$ cat src/rtl/nand_seq_pkg.sv
package nand_seq_pkg;

    typedef enum logic [1:0] {
        OP_CMD   = 2'd0,
        OP_ADDR3 = 2'd1,
        OP_WRITE = 2'd2,
        OP_READ  = 2'd3
    } nand_op_e;

    typedef enum logic [2:0] {
        S_IDLE,
        S_SETUP,
        S_WAIT_RDY,
        S_STROBE,
        S_HOLD,
        S_FINISH
    } seq_state_e;

endpackage

$ cat src/rtl/nand_phase_timer.sv
module nand_phase_timer #(
    parameter int W = 4
) (
    input  logic         clk,
    input  logic         rst_n,
    input  logic         load,
    input  logic [W-1:0] load_val,
    output logic         last
);
    logic [W-1:0] cnt_q;

    always_ff @(posedge clk or negedge rst_n) begin
        if (!rst_n) begin
            cnt_q <= '0;
        end else if (load) begin
            cnt_q <= load_val;
        end else if (cnt_q > W'(1)) begin
            cnt_q <= cnt_q - W'(1);
        end
    end

    assign last = (cnt_q <= W'(1));
endmodule

$ cat src/rtl/nand_busy_watch.sv
module nand_busy_watch #(
    parameter int W = 16
) (
    input  logic         clk,
    input  logic         rst_n,
    input  logic         clear,
    input  logic         run,
    input  logic [W-1:0] limit,
    output logic         expired
);
    logic [W-1:0] cnt_q;

    always_ff @(posedge clk or negedge rst_n) begin
        if (!rst_n) begin
            cnt_q <= '0;
        end else if (clear) begin
            cnt_q <= '0;
        end else if (run) begin
            cnt_q <= cnt_q + W'(1);
        end
    end

    assign expired = run && (cnt_q >= (limit - W'(1)));
endmodule

$ cat src/rtl/nand_cycle_seq.sv
module nand_cycle_seq
    import nand_seq_pkg::*;
#(
    parameter int DW    = 8,
    parameter int TW    = 4,
    parameter int TOW   = 16,
    parameter int NADDR = 3
) (
    input  logic                    clk,
    input  logic                    rst_n,
    input  logic                    req_valid,
    output logic                    req_ready,
    input  logic [1:0]              req_op,
    input  logic [DW-1:0]           req_data,
    input  logic [(NADDR-1)*DW-1:0] req_page,
    input  logic                    hold_ce,
    input  logic [TW-1:0]           cfg_pulse,
    input  logic [TW-1:0]           cfg_hold,
    input  logic [TOW-1:0]          cfg_timeout,
    output logic                    done,
    output logic [DW-1:0]           rd_data,
    output logic                    rd_err,
    output logic                    fl_ce_n,
    output logic                    fl_cle,
    output logic                    fl_ale,
    output logic                    fl_we_n,
    output logic                    fl_re_n,
    output logic [DW-1:0]           fl_dq_out,
    output logic                    fl_dq_oe,
    input  logic [DW-1:0]           fl_dq_in,
    input  logic                    fl_rdy
);
    localparam int PW  = (NADDR - 1) * DW;
    localparam int BIW = (NADDR > 1) ? $clog2(NADDR) : 1;
    localparam logic [BIW-1:0] LAST_IDX = BIW'(NADDR - 1);

    seq_state_e     state_q, state_d;
    nand_op_e       op_q;
    logic [DW-1:0]  data_q;
    logic [PW-1:0]  page_q;
    logic [BIW-1:0] idx_q;
    logic           hold_ce_q;
    logic           keep_ce_q;
    logic [DW-1:0]  rd_data_q;
    logic           rd_err_q;

    logic [TW-1:0]  pulse_eff, hold_eff;
    logic [TOW-1:0] tout_eff;
    logic           tmr_load, tmr_last;
    logic [TW-1:0]  tmr_val;
    logic           tout_hit;
    logic           accept;
    logic [DW-1:0]  addr_b [NADDR];

    assign pulse_eff = (cfg_pulse == '0) ? TW'(1) : cfg_pulse;
    assign hold_eff  = (cfg_hold == '0) ? TW'(1) : cfg_hold;
    assign tout_eff  = (cfg_timeout == '0) ? TOW'(1) : cfg_timeout;
    assign accept    = (state_q == S_IDLE) && req_valid;

    assign addr_b[0] = data_q;
    for (genvar g = 1; g < NADDR; g++) begin : g_addr
        assign addr_b[g] = page_q[(g-1)*DW +: DW];
    end

    assign tmr_load = ((state_d == S_STROBE) && (state_q != S_STROBE)) ||
                      ((state_d == S_HOLD) && (state_q != S_HOLD));
    assign tmr_val  = (state_d == S_STROBE) ? pulse_eff : hold_eff;

    nand_phase_timer #(.W(TW)) u_timer (
        .clk      (clk),
        .rst_n    (rst_n),
        .load     (tmr_load),
        .load_val (tmr_val),
        .last     (tmr_last)
    );

    nand_busy_watch #(.W(TOW)) u_watch (
        .clk     (clk),
        .rst_n   (rst_n),
        .clear   (state_q != S_WAIT_RDY),
        .run     ((state_q == S_WAIT_RDY) && !fl_rdy),
        .limit   (tout_eff),
        .expired (tout_hit)
    );

    // next-state logic
    always_comb begin
        state_d = state_q;
        unique case (state_q)
            S_IDLE:     if (req_valid) state_d = S_SETUP;
            S_SETUP:    state_d = (op_q == OP_READ) ? S_WAIT_RDY : S_STROBE;
            S_WAIT_RDY: begin
                if (fl_rdy)        state_d = S_STROBE;
                else if (tout_hit) state_d = S_FINISH;
            end
            S_STROBE:   if (tmr_last) state_d = S_HOLD;
            S_HOLD: begin
                if (tmr_last) begin
                    if ((op_q == OP_ADDR3) && (idx_q != LAST_IDX)) state_d = S_STROBE;
                    else                                           state_d = S_FINISH;
                end
            end
            S_FINISH:   state_d = S_IDLE;
            default:    state_d = S_IDLE;
        endcase
    end

    // state register and request context
    always_ff @(posedge clk or negedge rst_n) begin
        if (!rst_n) begin
            state_q   <= S_IDLE;
            op_q      <= OP_CMD;
            data_q    <= '0;
            page_q    <= '0;
            idx_q     <= '0;
            hold_ce_q <= 1'b0;
            keep_ce_q <= 1'b0;
            rd_data_q <= '0;
            rd_err_q  <= 1'b0;
        end else begin
            state_q <= state_d;
            if (accept) begin
                op_q      <= nand_op_e'(req_op);
                data_q    <= req_data;
                page_q    <= req_page;
                hold_ce_q <= hold_ce;
                idx_q     <= '0;
                rd_err_q  <= 1'b0;
            end
            if ((state_q == S_STROBE) && tmr_last && (op_q == OP_READ)) begin
                rd_data_q <= fl_dq_in;
            end
            if ((state_q == S_HOLD) && tmr_last && (op_q == OP_ADDR3) && (idx_q != LAST_IDX)) begin
                idx_q <= idx_q + BIW'(1);
            end
            if ((state_q == S_WAIT_RDY) && !fl_rdy && tout_hit) begin
                rd_err_q <= 1'b1;
            end
            if (state_q == S_FINISH) begin
                keep_ce_q <= hold_ce_q;
            end
        end
    end

    // outputs decoded from the state
    always_comb begin
        req_ready = 1'b0;
        done      = 1'b0;
        fl_ce_n   = 1'b0;
        fl_cle    = 1'b0;
        fl_ale    = 1'b0;
        fl_we_n   = 1'b1;
        fl_re_n   = 1'b1;
        fl_dq_oe  = 1'b0;
        unique case (state_q)
            S_IDLE: begin
                req_ready = 1'b1;
                fl_ce_n   = !keep_ce_q;
            end
            S_SETUP, S_HOLD: begin
                fl_cle   = (op_q == OP_CMD);
                fl_ale   = (op_q == OP_ADDR3);
                fl_dq_oe = (op_q != OP_READ);
            end
            S_WAIT_RDY: begin
                fl_ce_n = 1'b0;
            end
            S_STROBE: begin
                fl_cle   = (op_q == OP_CMD);
                fl_ale   = (op_q == OP_ADDR3);
                fl_dq_oe = (op_q != OP_READ);
                fl_we_n  = (op_q == OP_READ);
                fl_re_n  = (op_q != OP_READ);
            end
            S_FINISH: begin
                done    = 1'b1;
                fl_ce_n = !hold_ce_q;
            end
            default: fl_ce_n = 1'b1;
        endcase
    end

    assign fl_dq_out = (op_q == OP_ADDR3) ? addr_b[idx_q] : data_q;
    assign rd_data   = rd_data_q;
    assign rd_err    = rd_err_q;
endmodule

$ cat config.mk
export PLATFORM = sky130hd
export DESIGN_NAME = nand_cycle_seq
export DESIGN_NICKNAME = d
export VERILOG_FILES = /design/src/rtl/nand_seq_pkg.sv /design/src/rtl/nand_phase_timer.sv /design/src/rtl/nand_busy_watch.sv /design/src/rtl/nand_cycle_seq.sv
export SDC_FILE = /design/constraint.sdc
export NUM_CORES = 1
export LEC_CHECK = 0
export BUFFER_PORTS_ARGS = -buffer_cell sky130_fd_sc_hd__buf_2
export CAP_MARGIN = 20
export CORE_ASPECT_RATIO = 1.75
export CORE_MARGIN = 2
export CORE_UTILIZATION = 33
export DETAILED_ROUTE_END_ITERATION = 12
export HOLD_SLACK_MARGIN = 0.1
export SYNTH_ARGS = -nofsm -noshare
export SYNTH_HDL_FRONTEND = slang
export SYNTH_SLANG_ARGS = --single-unit
$ cat constraint.sdc
create_clock -name clk -period 2.65 [get_ports clk]
set_clock_uncertainty 0.05 [all_clocks]
set_input_delay 0.53 -clock clk [delete_from_list [all_inputs] [get_ports clk]]
set_output_delay 0.53 -clock clk [all_outputs]
set_load 0.01 [all_outputs]
After elaboration in Yosys (flattened, before gate mapping):

Cells that the tools add are included.

* bits in registers: 62
* bits of input ports: 63
* logic and storage cells: 93

* add/subtract/negate cells: 4
* $lt $le $gt $ge: 4
* equal/unequal tests: 14
* muxes and demuxes: 32
* bitwise operators: 1
* reductions and logical operators: 27

Operators with widths (number)
* $mux 16: 3
* $mux 8: 3
* $mux 4: 5
* $mux 3: 6
* $add 16x1->16 const B: 1
* $bmux 8 s2: 1
* $ge 16x16->1: 1
* $logic_not 16->1: 1
* $sub 16x1->16 const B: 1
* $pmux 3 s5: 1
* $logic_and 1x1->1: 12
* $mux 1: 10
* $eq 3x2->1 const B: 3
* $eq 3x3->1 const B: 3
* $logic_not 4->1: 2
* $reduce_bool 2->1: 4
* $ne 3x2->1 const B: 2
* $gt 4x1->1 const B: 1
* $le 4x1->1 const B: 1
* $mux 2: 2
* $ne 2x2->1 const B: 2
* $reduce_or 4->1: 1
* $sub 4x1->4 const B: 1
* $eq 3x1->1 const B: 1
* 12 further kinds: 14

Depth between registers and ports, before layout:

* depth in word-level cells: 12
* gate-level depth with buffers: 18
* gate-level depth less buffers: 18

Cells and area by module:

A second synthesis with hierarchy kept.

* cells, all modules: 448
* area, all modules: 3971.3 um^2

Modules (own cells, without submodules)
* nand_cycle_seq: instances 1, cells an instance 259, area each 2243.4 um^2, sequential area each 1051.0 um^2
* nand_busy_watch: instances 1, cells an instance 160, area each 1458.9 um^2, sequential area each 400.4 um^2
* nand_phase_timer: instances 1, cells an instance 29, area each 269.0 um^2, sequential area each 100.1 um^2

Least setup slack after synthesis:

No wires, ideal clock.

* path type: input-to-reg
* from: input port cfg_timeout[9]
* to: register state_q[2]
* setup time: 0.126 ns
* data arrival time: 3.472 ns
* required time: 2.474 ns
* setup slack: -0.998 ns
* stages on the path: 18
* cell sequence: or4_4 > nor3_4 > nand2_1 > nor4_1 > nor2_1 > ha_1 > nand2b_1 > nor3_4 > nand2b_2 > nor2_1 > xnor2_1 > ha_1 > nand4_1 > inv_1 > a221o_1 > a21oi_1 > o21ai_1 > a221o_1

* cells in the longest elaborated chain, start to end: 8

RTL lines
* start, declared: line nand_cycle_seq.sv:19 `input logic [TOW-1:0] cfg_timeout,`
* $logic_not 16->1: line nand_cycle_seq.sv:57 `assign tout_eff = (cfg_timeout == '0) ? TOW'(1) : cfg_timeout;`
* $mux 16 *: line nand_cycle_seq.sv:57
* $sub 16x1->16 *: line nand_busy_watch.sv:23 `assign expired = run && (cnt_q >= (limit - W'(1)));`
* $ge 16x16->1 *: line nand_busy_watch.sv:23
* $logic_and 1x1->1 *: line nand_busy_watch.sv:23
* $mux 3 *: line nand_cycle_seq.sv:94 `else if (tout_hit) state_d = S_FINISH;`
* $mux 3 *: line nand_cycle_seq.sv:93 `if (fl_rdy) state_d = S_STROBE;`
* $pmux 3 s5 *: line nand_cycle_seq.sv:89 `unique case (state_q)`
* named net state_d[2]: line nand_cycle_seq.sv:37 `seq_state_e state_q, state_d;`
* end signal, assigned: line nand_cycle_seq.sv:121 `state_q <= state_d;`
* end, declared: line nand_cycle_seq.sv:37

The timed path passes the listed nets; every way through them passes the cells marked *.
A chain may end at the register's enable or synchronous reset.

Worst setup path in the final report:

* from: input port cfg_timeout[3]
* to: register state_q[2]

The elaborated chain is that of the path after synthesis.

==> impl_results.md <==
- Clk slew on worst S/H paths: 0.05 ns
- Hold Vio Cnt, Final: 0
- Tmin final: 3.40 ns
- Cell variety after synth: 60
- Via-to-Cell Ratio: 5.09
- Hold WC Path Type: in2reg
- Max_slew headroom: 64.5%
- Util after Layout: 44.4%
- Largest net degree at the start of global routing: 50
- CP Max Fanout: 4
- H-tree depth: 3
- Core footprint: 11200 um^2
- Most common cell after layout, fill and taps aside: nand2_1
- RSZ-0062 raised after global routing: true
- Hold_ws: 0.338 ns
- Root buffer cell: clkbuf_16
- Total track usage: 16.1%
- DP Wirelength: 7390 um
- Pwr per Cell Area: 966 nW/um^2
- Fraction of layout cells with a size suffix above 1: 32.7%
- Fillers: 1127
- Row count: 51
- Number of global-route vias before repair: 3345
- # DRC: 0
- #FFs+latches synth: 62
- Routed WL per cell: 14.6 um
- Worst Path Required: 2.81 ns
- Pre-antenna DRT Iters: 4
- Die extent in x: 85.0 um
- VDD IR max: 543 uV
- Starting Density: 33.9%
- Number of clock sinks: 62
- Worst setup margin: -0.751 ns
- Post-Synthesis Cells: 417
- Max cap viols: 0
- Worst slew pin tran: 0.531 ns
- Area growth syn-to-layout: 31.0%
- DRT iter0 DRCs: 208
- Final Setup Violations: 4
- Num CTS Buffers: 9
- Critical-path top delay cell: or4_4
- Post-synth EDFFs: 0
- Global-route wire length before repair: 15900 um
- Synthesized area per cell: 9.09 um^2
- Pleak: 2.50 nW
- Crit path cell chain: buf_6, or4_4, nor3_4, nand2_2, nor4_2, nor2_1, ha_2, nand2b_4, nor3_4, nand2b_4, nor2_4, xnor2_1, ha_1, nand4_1, inv_1, a221o_1, a21oi_2, o21ai_2, a221o_1
- Initial antenna violation count: 0
- Met1 GRT Util: 18.2%
- Cell area after synthesis: 3790 um^2
- Critical Path End Type: flip-flop
- IO Count: 88
- Critical path arrival: 3.56 ns
- Max Root-Sink Buffers: 2
- Syn_nets: 501
- Gr ovfl total: 0
- ANT nets after route: 0
- Slew Viols, Final: 0
- Buffers on Ports: 87
- Status: finished with violations
- Period utilization: 128%
- Met2 usage: 28.6%
- Ys async rst share: 100%
- Die area: 12400 um^2
- CP top delay family: simple AND/OR/NAND/NOR gates
- Layer with the highest usage: met2
- Synth Flop Type: dfrtp_1
- Failing checks: setup timing
- Post-synthesis sequential area ratio: 41.0%
- Post-Route WL: 9780 um
- Nets: 617
- Critical Path Max Stage Delay: 0.54 ns
- Worst skew pair latency: 0.33 ns
- Die height: 146 um
- Met3 usage: 4.03%
- CP Buf/Inv Count: 2
- Critical path class: in2reg
- Most frequent cells in the layout: 92 x nand2_1, 86 x buf_2, 62 x dfrtp_1
- Ant diodes: 0
- Max Clk Rate: 294 MHz
- Vias: 3409
- Warnings, synthesis: 0
- CTS tree: yes
- GPL Wtd Cong: 0.764
- CP Launch Type: input port
-- timing repair --
item / in CTS / in global routing
endpoints found under the setup margin: 4 / 4
cloned: 0 / 0
resized for setup: 7 / 3
pin swaps: 4 / 2
endpoints found under the hold margin: 13 / 0
setup buffers: 3 / 0
hold buffers: 1 / 0
-- synth_stat cells (5+ instances only) --
| library cell | n | share of area (%) |
|---|---|---|
| nor2b_1 | 12 | 2.0 |
| nor2_1 | 31 | 3.1 |
| a21oi_1 | 10 | 1.3 |
| clkbuf_1 | 7 | 0.69 |
| inv_1 | 11 | 1.1 |
| dfrtp_1 | 62 | 41 |
| nand3_1 | 11 | 1.5 |
| xor2_1 | 14 | 3.2 |
| xnor2_1 | 14 | 3.2 |
| a31oi_1 | 8 | 1.3 |
| ha_1 | 21 | 6.9 |
| a21o_1 | 5 | 0.99 |
| a22oi_1 | 8 | 1.6 |
| buf_2 | 7 | 0.92 |
| mux2_2 | 11 | 3.3 |
| nor3_1 | 11 | 1.5 |
| nand2_1 | 94 | 9.3 |
| o21ai_0 | 15 | 2.0 |
-- worst reg2reg max path, delay by kind of cell (launching register included) --
kind / cells / cell delay [ns]
AND/OR/NAND/NOR: 4 / 0.79
flip-flops: 1 / 0.56
multiplexers: 1 / 0.29
adder cells (fa/ha/maj): 1 / 0.23
AO/OA/AOI/OAI: 1 / 0.17
buffers and inverters: 1 / 0.14
-- per-stage QoR --
stage          TNS (ns)  area (um^2)  setup WS (ns)  cells  power, mW
6_report          -2.73         4960         -0.751    670       4.79
5_1_grt           -3.38         4960         -0.897    670       5.14
4_1_cts           -2.75         4950         -0.748    670       4.84
3_5_place_dp      -4.37         4570          -1.16    650       3.55
3_3_place_gp      -3.94         4570          -1.05    650       3.49
2_1_floorplan     -3.25         3810         -0.895    417       2.89
-- cell families (layout without fill, tap and decap cells) --
| logic type | count (synthesis) | count (layout) | synth area share (%) |
|---|---|---|---|
| AND/OR/NAND/NOR | 199 | 199 | 26.8 |
| AO/OA/AOI/OAI | 65 | 65 | 11.3 |
| flip-flops | 62 | 62 | 41.0 |
| XOR/XNOR | 28 | 28 | 6.47 |
| buffers and inverters | 28 | 149 | 3.30 |
| adder cells (fa/ha/maj) | 21 | 21 | 6.94 |
| multiplexers | 14 | 14 | 4.19 |
-- area by class of cell --
type,count,area (um^2),area share (%)
Clock buffer,12,246,4.97
Clock inverter,4,70.1,1.41
Inverter,11,41.3,0.832
Multi-Input combinational cell,327,2170,43.7
Sequential cell,62,1550,31.3
Tap cell,132,165,3.33
Timing Repair Buffer,122,719,14.5
-- registers in the layout, indices dropped and copies added, names as in the netlist, 2 cells and up --
signal	flops
page_q	16
op_q	2
rd_data	8
u_watch.cnt_q	16
data_q	8
u_timer.cnt_q	4
state_q	3
idx_q	2
-- metal layers --
layer	vias up	wire length, um
li1	1677	-
met4	0	198
met5	-	0
met2	83	5310
met1	1633	3810
met3	16	458
-- final timing paths --
path / start / end / slack [ns] / depth (start not counted)
setup / recovery: cfg_timeout[3] / state_q[2] / -0.75 / 19
hold reg to reg: page_q[5] / page_q[5] / 0.42 / 2
min in group asynchronous: rst_n / page_q[2] / 0.60 / 2
max in group asynchronous: rst_n / u_watch.cnt_q[8] / 1.37 / 3
hold / removal: req_page[2] / page_q[2] / 0.34 / 3
setup reg to reg: idx_q[0] / u_timer.cnt_q[2] / 0.32 / 8
-- power by group --
| group | total (mW) | leakage, nW | internal [mW] | switching [mW] |
|---|---|---|---|---|
| combinational | 1.96 | 1.54 | 0.888 | 1.07 |
| sequential | 1.58 | 0.807 | 1.27 | 0.305 |
| clock | 1.26 | 0.157 | 0.845 | 0.412 |
| total | 4.79 | 2.50 | 3.01 | 1.79 |
No activity file was read; power rests on OpenSTA's default activity.
